$ cat src/rtl/radd_pkg.sv
package radd_pkg;
  localparam int unsigned BASE_EW = 8;
  localparam int unsigned N_SIZES = 4;
  localparam int unsigned MAX_EW  = BASE_EW << (N_SIZES - 1);

  typedef enum logic [1:0] {
    SZ_8  = 2'd0,
    SZ_16 = 2'd1,
    SZ_32 = 2'd2,
    SZ_64 = 2'd3
  } lane_size_e;

  function automatic logic enc_reserved(input lane_size_e sz, input logic q, input logic pw);
    if (pw) return sz != SZ_64;
    return (sz == SZ_64) || (sz == SZ_32 && !q);
  endfunction
endpackage

$ cat src/rtl/radd_tree.sv
// Balanced recursive lane adder: sum = reduce(lower half) + reduce(upper half).
module radd_tree #(
  parameter int unsigned ESIZE = 8,
  parameter int unsigned WIDTH = 64
) (
  input  logic [WIDTH-1:0] opnd_i,
  output logic [ESIZE-1:0] sum_o
);
  if (WIDTH == ESIZE) begin : g_leaf
    assign sum_o = opnd_i;
  end else begin : g_split
    localparam int unsigned HALF = WIDTH / 2;
    logic [ESIZE-1:0] lo_sum, hi_sum;

    radd_tree #(.ESIZE(ESIZE), .WIDTH(HALF)) i_lo (
      .opnd_i(opnd_i[HALF-1:0]),
      .sum_o (lo_sum)
    );
    radd_tree #(.ESIZE(ESIZE), .WIDTH(HALF)) i_hi (
      .opnd_i(opnd_i[WIDTH-1:HALF]),
      .sum_o (hi_sum)
    );

    assign sum_o = lo_sum + hi_sum;  // wraps at ESIZE
  end
endmodule

$ cat src/rtl/radd_select.sv
module radd_select
  import radd_pkg::*;
#(
  parameter int unsigned VEC_W = 128
) (
  input  logic [VEC_W-1:0] vec_i,
  input  lane_size_e       size_i,
  input  logic             q_i,
  input  logic             pw_i,
  output logic [VEC_W-1:0] result_o,
  output logic             undef_o
);
  localparam int unsigned HALF_W = VEC_W / 2;

  logic [MAX_EW-1:0] full_ext [N_SIZES];
  logic [MAX_EW-1:0] half_ext [N_SIZES];
  logic [MAX_EW-1:0] pick;

  for (genvar s = 0; s < N_SIZES; s++) begin : g_sz
    localparam int unsigned EW = BASE_EW << s;
    logic [EW-1:0] full_sum;

    radd_tree #(.ESIZE(EW), .WIDTH(VEC_W)) i_full (
      .opnd_i(vec_i),
      .sum_o (full_sum)
    );
    assign full_ext[s] = MAX_EW'(full_sum);

    if (EW < HALF_W) begin : g_half
      logic [EW-1:0] half_sum;
      radd_tree #(.ESIZE(EW), .WIDTH(HALF_W)) i_half (
        .opnd_i(vec_i[HALF_W-1:0]),
        .sum_o (half_sum)
      );
      assign half_ext[s] = MAX_EW'(half_sum);
    end else begin : g_nohalf
      assign half_ext[s] = '0;
    end
  end

  // pairwise form: two widest lanes = full-width tree at the widest size
  always_comb begin
    if (pw_i)     pick = full_ext[N_SIZES-1];
    else if (q_i) pick = full_ext[size_i];
    else          pick = half_ext[size_i];
  end

  assign undef_o  = enc_reserved(size_i, q_i, pw_i);
  assign result_o = undef_o ? '0 : VEC_W'(pick);
endmodule

$ cat src/rtl/radd_unit.sv
module radd_unit
  import radd_pkg::*;
#(
  parameter int unsigned VEC_W = 128
) (
  input  logic             clk_i,
  input  logic             rst_ni,
  input  logic             in_valid_i,
  input  logic [127:0]     vec_i,
  input  logic [1:0]       size_i,
  input  logic             q_i,
  input  logic             pairwise_i,
  output logic             out_valid_o,
  output logic [127:0]     result_o,
  output logic             undef_o
);
  logic [VEC_W-1:0] res_d;
  logic             undef_d;

  radd_select #(.VEC_W(VEC_W)) i_select (
    .vec_i   (vec_i),
    .size_i  (lane_size_e'(size_i)),
    .q_i     (q_i),
    .pw_i    (pairwise_i),
    .result_o(res_d),
    .undef_o (undef_d)
  );

  always_ff @(posedge clk_i or negedge rst_ni) begin
    if (!rst_ni) begin
      out_valid_o <= 1'b0;
      result_o    <= '0;
      undef_o     <= 1'b0;
    end else begin
      out_valid_o <= in_valid_i;
      if (in_valid_i) begin
        result_o <= res_d;
        undef_o  <= undef_d;
      end
    end
  end

  // lane mask for the zero-extension check
  logic [VEC_W-1:0] keep_mask;
  assign keep_mask = ~({VEC_W{1'b1}} << (BASE_EW << size_i));

  assert_valid_lat_R8: assert property (@(posedge clk_i) disable iff (!rst_ni)
    in_valid_i |=> out_valid_o);
  assert_idle_R8: assert property (@(posedge clk_i) disable iff (!rst_ni)
    !in_valid_i |=> !out_valid_o);
  assert_hold_R9: assert property (@(posedge clk_i) disable iff (!rst_ni)
    !in_valid_i |=> ($stable(result_o) && $stable(undef_o)));
  assert_zero_ext_R7: assert property (@(posedge clk_i) disable iff (!rst_ni)
    in_valid_i |=> ((result_o & ~$past(keep_mask)) == '0));
  assert_rsv_pair_R6: assert property (@(posedge clk_i) disable iff (!rst_ni)
    (in_valid_i && pairwise_i && size_i != 2'b11) |=> (undef_o && result_o == '0));
  assert_rsv_narrow_R6: assert property (@(posedge clk_i) disable iff (!rst_ni)
    (in_valid_i && !pairwise_i && size_i == 2'b10 && !q_i) |=> undef_o);
  assert_legal_R6: assert property (@(posedge clk_i) disable iff (!rst_ni)
    (in_valid_i && pairwise_i && size_i == 2'b11) |=> !undef_o);
endmodule

$ cat config.mk
export PLATFORM = sky130hd
export DESIGN_NAME = radd_unit
export DESIGN_NICKNAME = d
export VERILOG_FILES = /design/src/rtl/radd_pkg.sv /design/src/rtl/radd_tree.sv /design/src/rtl/radd_select.sv /design/src/rtl/radd_unit.sv
export SDC_FILE = /design/constraint.sdc
export NUM_CORES = 1
export LEC_CHECK = 0
export BUFFER_PORTS_ARGS = -buffer_cell sky130_fd_sc_hd__buf_2
export CAP_MARGIN = 20
export CORE_MARGIN = 4
export CORE_UTILIZATION = 54
export DETAILED_ROUTE_END_ITERATION = 8
export GPL_ROUTABILITY_DRIVEN = 0
export HOLD_SLACK_MARGIN = 0.02
export PLACE_DENSITY = 0.76
export SETUP_SLACK_MARGIN = 0.05
export SLEW_MARGIN = 20
export SYNTH_ARGS = -nofsm -noshare
export SYNTH_HDL_FRONTEND = slang
export SYNTH_SLANG_ARGS = --single-unit
$ cat constraint.sdc
create_clock -name clk_i -period 1.09 [get_ports clk_i]
set_clock_uncertainty 0.2 [all_clocks]
set_input_delay 0.218 -clock clk_i [delete_from_list [all_inputs] [get_ports clk_i]]
set_output_delay 0.218 -clock clk_i [all_outputs]
set_load 0.05 [all_outputs]
==> results of run 1 <==
## cells in the mapped netlist, drive strengths merged (13+ instances only)
cell    instances
nor3           25
o21a           25
ha            171
buf            71
o221ai         14
inv           323
nand4          26
a221o          13
fa            192
nor2           88
xor2           64
a22o           25
a211oi         21
and3           14
clkbuf         49
a21oi         176
nand2b         13
nand3          21
xnor2         105
dfrtp          66
a21o           91
nor2b          16
o21ai          92
o21bai         32
nand2         107
## cells by family after synthesis
group                      after synthesis  synth area share, %
xor gates and xnor gates               170                8.837
AOI/OAI and AO/OA                      593                23.75
adders and majority gates              363                35.19
other                                    1              0.02205
muxes                                   14                1.199
buffers and inverters                  445                11.30
DFF                                     66                9.713
and+or+nand+nor                        352                9.985
## per-stage QoR
step / setup TNS (ps) / hold WS [ps] / setup WS (ps)
CTS: -212430 / 50.19 / -5955
detailed placement: -226840 / -104.4 / -6557
global placement: -221060 / -103.3 / -6221
floorplan: -172700 / -277.6 / -5819
## what timing repair did
action / CTS
resized for setup: 291
hold buffers: 2
setup endpoints to repair: 131
pin swaps: 180
setup buffers: 49
hold endpoints to repair: 67
## layer usage
metal	GRT overflow	GRT usage, %
met1	0	68.05
met2	2	83.62
met3	0	54.02
met4	4	65.21
met5	0	31.86
==> results.txt, run 1 <==
----------------------------------------------------
[Global route]
  Pin count of the biggest net entering global routing ... 26
  Via count of the first global-routing pass ... 26.48k
  Remaining global-route overflow ... 6
  Wire length of the first global-routing pass ... between 150000 and 200000 um
  Overall fraction of global-route tracks in use ... just under 70%

[Synthesis]
  Summed instance area of the synthesized netlist ... around 17000 um^2
  Warnings, synthesis ... 0
  Post-synth top area cell ... fa_1
  Async set-or-reset flop fraction in the synthesized netlist ... 100.0%
  Number of standard cells after synthesis ... 2004
  Share of the synthesized area in the top cell type ... 22.60%
  Post-synthesis register bit count ... 66
  Share of the yosys chip area belonging to registers ... under 10%
  Number of enable-type register cells in the synthesized netlist ... 0
  Ys flop type ... dfrtp_1
  Post-Synthesis Mean Instance Area ... 8.485 um^2
  Leading cell types by total area after synthesis ... fa_1 (23%), ha_1 (13%), dfrtp_1 (9.7%), inv_1 (7.1%), xnor2_1 (5.4%)
  Cell variety after synth ... 86

[Clock tree]
  Count of clock tree sinks ... 66
  Maximum count of clock buffers along a single path ... 2
  Clock root buffer master ... clkbuf_16
  CTS buffer count ... 9
  Number of levels the H-tree was split into ... 3

[Placed design]
  DP Cell Count ... between 3k and 4k
  Half-perimeter wire length of the detailed placement result ... around 70000 um
  Total of buffers placed on input and output ports ... 200
  Placed Area ... roughly 24000 um^2

[Floorplan]
  I/O pin total ... between 200 and 300
  Die span in y ... 185.5 um
  Num rows ... 64
  Chip width ... ~190 um
  Starting density of the core ... 55.15%

[Status]
  Result of the run ... aborted with a tool error
  Stage where the flow stopped ... 5_1_grt
  Run-stopping error ... [ERROR GRT-0116] Global routing finished with congestion. Check the congestion regions in the DRC Viewer.

----------------------------------------------------
==> run 2, diff against run 1 <==
--- a/config.mk
+++ b/config.mk
@@ -8,12 +8,10 @@
 export BUFFER_PORTS_ARGS = -buffer_cell sky130_fd_sc_hd__buf_2
 export CAP_MARGIN = 20
 export CORE_MARGIN = 4
-export CORE_UTILIZATION = 54
+export CORE_UTILIZATION = 40
 export DETAILED_ROUTE_END_ITERATION = 8
 export GPL_ROUTABILITY_DRIVEN = 0
-export HOLD_SLACK_MARGIN = 0.02
-export PLACE_DENSITY = 0.76
-export SETUP_SLACK_MARGIN = 0.05
+export PLACE_DENSITY_LB_ADDON = 0.15
 export SLEW_MARGIN = 20
 export SYNTH_ARGS = -nofsm -noshare
 export SYNTH_HDL_FRONTEND = slang
==> constraint.sdc (replaced) <==
create_clock -name clk_i -period 1.4 [get_ports clk_i]
set_clock_uncertainty 0.2 [all_clocks]
set_input_delay 0.28 -clock clk_i [delete_from_list [all_inputs] [get_ports clk_i]]
set_output_delay 0.28 -clock clk_i [all_outputs]
set_load 0.05 [all_outputs]
==> run 2 against run 1 <==
The flow now finishes, with violations (setup timing). Synthesized cell count unchanged. Synthesized area did not move.
==> results.txt, run 2 <==
----------------------------------------------------
[Status]
  Result of the run ... finished with violations
  Violations in the final reports ... setup timing

[Placed design]
  Placed Area ... 24320 um^2
  Total of buffers placed on input and output ports ... 200
  Half-perimeter wire length of the detailed placement result ... between 70000 and 80000 um
  Worst slack after detailed placement ... -6097 ps
  DP Cell Count ... 3366

[STA]
  Final total negative setup slack ... -187070 ps
  Slew at the pin closest to its max-slew limit ... roughly 660 ps
  Final max-slew violation count ... 0
  Tightest hold margin ... ~84 ps
  Final setup vio count ... about 110
  Setup repair after global routing missed its margin ... true
  Final Hold Viols ... 0
  Max-slew headroom ... roughly 56%
  Post-route minimum period ... between 6000 and 7000 ps
  Setup WS post-layout ... -5454 ps
  Highest attainable clock frequency ... about 150 MHz
  Final period utilization ... 489.6%

[Clock tree]
  Clock root buffer master ... clkbuf_16
  Count of clock tree sinks ... 66
  Clock tree from TritonCTS ... built
  CTS buffer count ... 9
  Clock transition at the registers of the reported paths ... around 70 ps
  Clock latency reported for the late side of the worst-skew pair ... between 300 and 400 ps
  Number of levels the H-tree was split into ... 3
  Maximum count of clock buffers along a single path ... 2

[Floorplan]
  Chip width ... between 200 and 250 um
  Starting density of the core ... 40.54%
  Die span in y ... roughly 210 um
  Placeable core region ... 41950 um^2
  Die footprint ... 45870 um^2
  I/O pin total ... ~270
  Num rows ... 75

[Global route]
  Grt met2 use ... 53.55%
  Wire length of the first global-routing pass ... about 120000 um
  Number of antenna violations at the first check in global routing ... 5
  Global routing usage on met1 ... 43.86%
  Pin count of the biggest net entering global routing ... between 40 and 50
  Most utilized layer in the global route result ... met2
  Overall fraction of global-route tracks in use ... 34.68%
  Remaining global-route overflow ... 0
  Via count of the first global-routing pass ... a little under 20k
  Met3 usage ... 9.452%

[Synthesis]
  Warnings, synthesis ... 0
  Ys flop type ... dfrtp_1
  Cell variety after synth ... 86
  Post-Synthesis Mean Instance Area ... approximately 8.5 um^2
  Post-synthesis register bit count ... 66
  Number of standard cells after synthesis ... around 2k
  Number of enable-type register cells in the synthesized netlist ... 0
  Summed instance area of the synthesized netlist ... between 15000 and 20000 um^2
  Async set-or-reset flop fraction in the synthesized netlist ... 100.0%
  Share of the synthesized area in the top cell type ... between 20% and 30%
  Post-synth top area cell ... fa_1
  Share of the yosys chip area belonging to registers ... 9.713%
  Most numerous cell types in the synthesized netlist ... inv_1 (323), fa_1 (192), a21oi_1 (175)
  Most frequent cell after synthesis ... inv_1
  Leading cell types by total area after synthesis ... fa_1 (23%), ha_1 (13%), dfrtp_1 (9.7%), inv_1 (7.1%), xnor2_1 (5.4%)

[Cells and area]
  Final instance area ... approximately 27000 um^2
  Leading cell type in the layout, fill and taps excluded ... buf_4
  Layout Area Growth over Synthesis ... 60.59%
  Top reg by flops ... result_o
  Post-route core utilization ... 65.10%
  Most frequent cells in the layout ... buf_4 (727), inv_1 (290), fa_1 (183), buf_6 (124), a21oi_1 (120)
  # nets final ... 3435
  Max reg flops ... 64
  Largest registers ... result_o (64), out_valid_o (1), undef_o (1)
  Fraction of final layout cells with drive strength greater than 1 ... between 40% and 50%
  Final Instance Count excl. Fillers ... 3484

[Route]
  DRT antenna net count ... 0
  Average detailed-routed wire length per instance ... roughly 24 um
  Total length of routed wires ... between 80000 and 90000 um
  Vias/cell ... ~5.5
  Total via count in the routed design ... between 15k and 20k
  Drt first-iter violations ... around 1.6k
  Detailed-route DRC error count ... 0
  Detailed Routing Iterations Pass 1 ... 7

[Setup path]
  Worst path required time ... about 1500 ps
  Critical Path AT ... 6930 ps
  FF-to-FF path depth ... 5
  Source of the worst register-to-register timing path ... result_o[15]$_DFFE_PN0P_
  Setup slack of the worst register-to-register path ... 0 ps
  Biggest fanout along the worst timing path ... 2
  Startpoint of the worst setup timing path ... vec_i[26]
  Capturing point of the worst reg2reg path ... result_o[15]$_DFFE_PN0P_
  Critical Setup Path Class ... in2reg
  Critical path startpoint category ... input pin
  Worst setup EP type ... flip-flop

[Pwr]
  PD cells ... approximately 2200 nW/um^2
  Peak ir drop on the vdd network ... between 4 and 5 mV
  Total power of the final layout ... 60.38 mW
  Leakage power total ... between 10 and 15 nW

[Flow run]
  Max_cap viols ... 0

[Worst hold path]
  Type of the worst min-delay path ... in2async

----------------------------------------------------
[run 2: cell counts after synthesis]
No cell type changed its count.
[run 2: report_power, final]
group	switching, mW	internal (mW)
Sequential	0.228	2.17
Clock	1.09	1.23
Combinational	27.2	28.4
[run 2: logic make-up (layout without fill, tap and decap cells)]
family / Yosys count / count (layout) / synth area share [%]
DFF: 66 / 66 / 9.713
and+or+nand+nor: 352 / 352 / 9.985
muxes: 14 / 14 / 1.199
buffers and inverters: 445 / 1320 / 11.30
other: 1 / 67 / 0.02205
xor gates and xnor gates: 170 / 170 / 8.837
adders and majority gates: 363 / 363 / 35.19
AOI/OAI and AO/OA: 593 / 593 / 23.75
[run 2: final cells by class]
cell class                      count  area (um^2)
Multi-Input combinational cell   1556        15740
Fill cell                        3473        14640
Timing Repair Buffer              979         7715
Sequential cell                    66         1652
Inverter                          325         1235
Tap cell                          539        674.4
Clock buffer                        9        225.2
Clock inverter                      7        58.81
Antenna cell                        3        7.507
[run 2: per-layer routing]
layer  vias to the layer above  part of all wire, %
met4                         2                  7.4
met5                         -                0.013
met1                      9325                   39
met2                       954                   44
met3                       249                  9.5
li1                       8608                    -
[run 2: worst max-delay path by stage]
stage | cells after the start | slack (ps) | end
final | 26 | -5450 | result_o[5]$_DFFE_PN0P_
after global routing | 28 | -5620 | result_o[6]$_DFFE_PN0P_
after CTS | 26 | -5440 | result_o[5]$_DFFE_PN0P_
after detailed placement | 24 | -6100 | result_o[5]$_DFFE_PN0P_
after global placement | 24 | -6060 | result_o[5]$_DFFE_PN0P_
after floorplan | 23 | -5570 | result_o[5]$_DFFE_PN0P_
[run 2: worst max-delay path, stage by stage]
cell and delay, ps:
buf_12 90, inv_4 30, fa_1 540, inv_2 50, fa_1 490, fa_1 490
inv_1 50, fa_1 440, inv_2 80, ha_4 140, inv_2 40, fa_2 560
inv_2 50, fa_1 490, inv_1 50, fa_1 490, fa_1 420, fa_1 500
inv_2 60, ha_4 200, a21o_1 200, a21oi_4 140, xnor2_1 80, mux4_2 450
a22o_1 250, a221o_1 290
[run 2: timing repair]
item / in CTS / in global routing
resized for setup: 357 / 81
cloned: 0 / 0
hold endpoints to repair: 66 / 0
endpoints found under the setup margin: 130 / 130
setup buffers: 81 / 29
pin swaps: 182 / 125
hold buffers: 1 / 0
No activity file was read; power rests on OpenSTA's default activity.
==> run 3, diff against run 2 <==
--- a/config.mk
+++ b/config.mk
@@ -7,6 +7,9 @@
 export LEC_CHECK = 0
 export BUFFER_PORTS_ARGS = -buffer_cell sky130_fd_sc_hd__buf_2
 export CAP_MARGIN = 20
+export CELL_PAD_IN_SITES_DETAIL_PLACEMENT = 0
+export CELL_PAD_IN_SITES_GLOBAL_PLACEMENT = 1
+export CORE_ASPECT_RATIO = 1.5
 export CORE_MARGIN = 4
 export CORE_UTILIZATION = 40
 export DETAILED_ROUTE_END_ITERATION = 8
==> run 3 against run 2 <==
The run still ends with setup timing left. Critical path depth grew 2. Non-clock buffer count fell by 35. Die area up 0.15%. Clock power is 20% higher. Cell count decreased by 0.37%. Power grew 3.5%. Global-route usage up 1.8 points. Flip-flop and latch count did not move. Largest power group unchanged.
==> results.txt, run 3 (synthesis results as in run 2) <==
----------------------------------------------------
[Status]
  Result of the run ... finished with violations
  Violations in the final reports ... setup timing

[STA]
  Final total negative setup slack ... -181030 ps
  Max-slew headroom ... 54.80%
  Final max-slew violation count ... 0
  Post-route minimum period ... approximately 6900 ps
  Setup repair after global routing missed its margin ... true
  Final Hold Viols ... 0
  Final period utilization ... 493.4%
  Slew at the pin closest to its max-slew limit ... 675.5 ps
  Final setup vio count ... 130
  Setup WS post-layout ... -5508 ps
  Highest attainable clock frequency ... between 100 and 150 MHz

[Setup path]
  Worst path required time ... 1490 ps
  Critical Path AT ... approximately 7000 ps
  Biggest fanout along the worst timing path ... 2
  Critical path startpoint category ... input pin
  Setup slack of the worst register-to-register path ... 160 ps
  Capturing point of the worst reg2reg path ... result_o[15]$_DFFE_PN0P_
  Source of the worst register-to-register timing path ... result_o[15]$_DFFE_PN0P_
  Worst setup EP type ... flip-flop
  Critical Setup Path Class ... in2reg
  FF-to-FF path depth ... 4

[Clock tree]
  CTS buffer count ... 9
  Clock transition at the registers of the reported paths ... ~80 ps
  Number of levels the H-tree was split into ... 3
  Maximum count of clock buffers along a single path ... 2
  Clock tree from TritonCTS ... built
  Clock latency reported for the late side of the worst-skew pair ... about 400 ps
  Clock root buffer master ... clkbuf_16
  Count of clock tree sinks ... 66

[Placed design]
  Half-perimeter wire length of the detailed placement result ... between 70000 and 80000 um
  DP Cell Count ... ~3.4k
  Total of buffers placed on input and output ports ... 200

[Cells and area]
  Fraction of final layout cells with drive strength greater than 1 ... between 40% and 50%
  Largest registers ... result_o (64), out_valid_o (1), undef_o (1)
  Leading cell type in the layout, fill and taps excluded ... buf_4
  Most frequent cells in the layout ... buf_4 (718), inv_1 (294), fa_1 (178), buf_2 (125), a21oi_1 (121)
  Final Instance Count excl. Fillers ... approximately 3.5k
  Fill cell total of the finished layout ... 3576
  # nets final ... roughly 3.4k
  Post-route core utilization ... a little under two thirds
  Max reg flops ... 64
  Top reg by flops ... result_o
  Layout Area Growth over Synthesis ... 57.64%
  Final antenna diode count ... 0

[Route]
  Total via count in the routed design ... ~19k
  Average detailed-routed wire length per instance ... 24.59 um
  Total length of routed wires ... approximately 85000 um
  Detailed Routing Iterations Pass 1 ... 7
  Detailed-route DRC error count ... 0
  Drt first-iter violations ... 1443
  DRT antenna net count ... 0
  Vias/cell ... around 5.5

[Worst hold path]
  Worst hold path cell count ... 2
  Worst Hold End ... out_valid_o$_DFF_PN0_
  Source of the worst hold timing path ... in_valid_i
  Type of the worst min-delay path ... in2reg

[Global route]
  Remaining global-route overflow ... 0
  Global routing usage on met1 ... 39.61%
  Number of antenna violations at the first check in global routing ... 0
  Overall fraction of global-route tracks in use ... 36.47%
  Pin count of the biggest net entering global routing ... 29
  Most utilized layer in the global route result ... met2
  Via count of the first global-routing pass ... roughly 20k
  Grt met2 use ... about three fifths
  Wire length of the first global-routing pass ... about 120000 um
  Met3 usage ... between 5 and 6%

[Pwr]
  Peak ir drop on the vdd network ... between 3 and 4 mV
  PD cells ... approximately 2300 nW/um^2
  Total power of the final layout ... roughly 62 mW
  Leakage power total ... around 13 nW

[Floorplan]
  Chip width ... roughly 180 um
  Placeable core region ... between 40000 and 50000 um^2
  Die span in y ... about 260 um
  Num rows ... 92
  Starting density of the core ... between 40% and 50%
  I/O pin total ... between 200 and 300
  Die footprint ... ~46000 um^2

[Flow run]
  Max_cap viols ... 0

----------------------------------------------------
run 3: cell types whose count changed in the layout (fill, tap and decap cells not counted), sizes merged:
cell,change
bufinv,+2
inv,-3
clkbuf,+3
buf,-38
diode,-3
clkinv,+1
run 3: layout make-up:
cell class	instances	area, um^2	share of cell area, %
timing repair buffer	944	7242	27.02
inverter	325	1227	4.579
clock inverter	7	101.3	0.3781
tap	564	705.7	2.633
multi-input combinational	1556	15650	58.39
sequential	66	1652	6.162
clock buffer	9	225.2	0.8402
run 3: timing repair:
item	in CTS	in global routing
setup endpoints to repair	131	131
hold buffers	1	0
buffers inserted	31	17
hold endpoints to repair	66	0
gates resized for setup	209	188
pin swaps	144	108
run 3: where the power goes:
group	switching [mW]	internal [mW]	total [mW]	leakage [nW]
logic	28.4	28.9	57.3	12.4
registers	0.232	2.18	2.41	0.886
clock network	1.21	1.57	2.78	0.152
total	29.9	32.6	62.5	13.5
run 3: per-layer routing:
layer,routed length (um),vias up
met2,40700,896
met4,9757,0
met3,5232,324
met5,0,-
li1,-,8562
met1,29660,9356
run 3: worst max path at each step:
| stage | from | end | slack, ps | depth (start not counted) |
|---|---|---|---|---|
| 2_1_floorplan | vec_i[27] | result_o[5]$_DFFE_PN0P_ | -5570 | 23 |
| 3_3_place_gp | vec_i[27] | result_o[5]$_DFFE_PN0P_ | -6120 | 24 |
| 3_5_place_dp | vec_i[27] | result_o[5]$_DFFE_PN0P_ | -6160 | 24 |
| 4_1_cts | vec_i[2] | result_o[5]$_DFFE_PN0P_ | -5520 | 26 |
| 5_1_grt | vec_i[2] | result_o[7]$_DFFE_PN0P_ | -5700 | 31 |
| 6_report | vec_i[10] | result_o[6]$_DFFE_PN0P_ | -5510 | 28 |
run 3: metrics by stage:
| step | area (um^2) | hold slack [ps] | worst slack (ps) |
|---|---|---|---|
| after floorplan | 18200 | -215.6 | -5571 |
| after global placement | 24510 | -34.96 | -6121 |
| after detailed placement | 24510 | -31.95 | -6163 |
| after CTS | 25980 | 76.20 | -5523 |
| after global routing | 26800 | 66.87 | -5701 |
| final | 26800 | 67.34 | -5508 |
run 3: critical path, stage by stage:
cell and delay [ps]:
buf_8 100, inv_2 40, fa_1 510, inv_2 40
fa_1 480, fa_1 510, inv_2 40, fa_1 450
inv_2 80, ha_4 130, inv_2 40, fa_2 570
inv_2 50, fa_1 500, inv_1 50, fa_1 500
fa_1 430, fa_1 510, inv_2 60, buf_6 110
fa_2 400, a21oi_2 130, nor2_1 50, nor2_1 120
xor2_1 160, mux4_2 260, o22ai_2 60, a221o_1 310
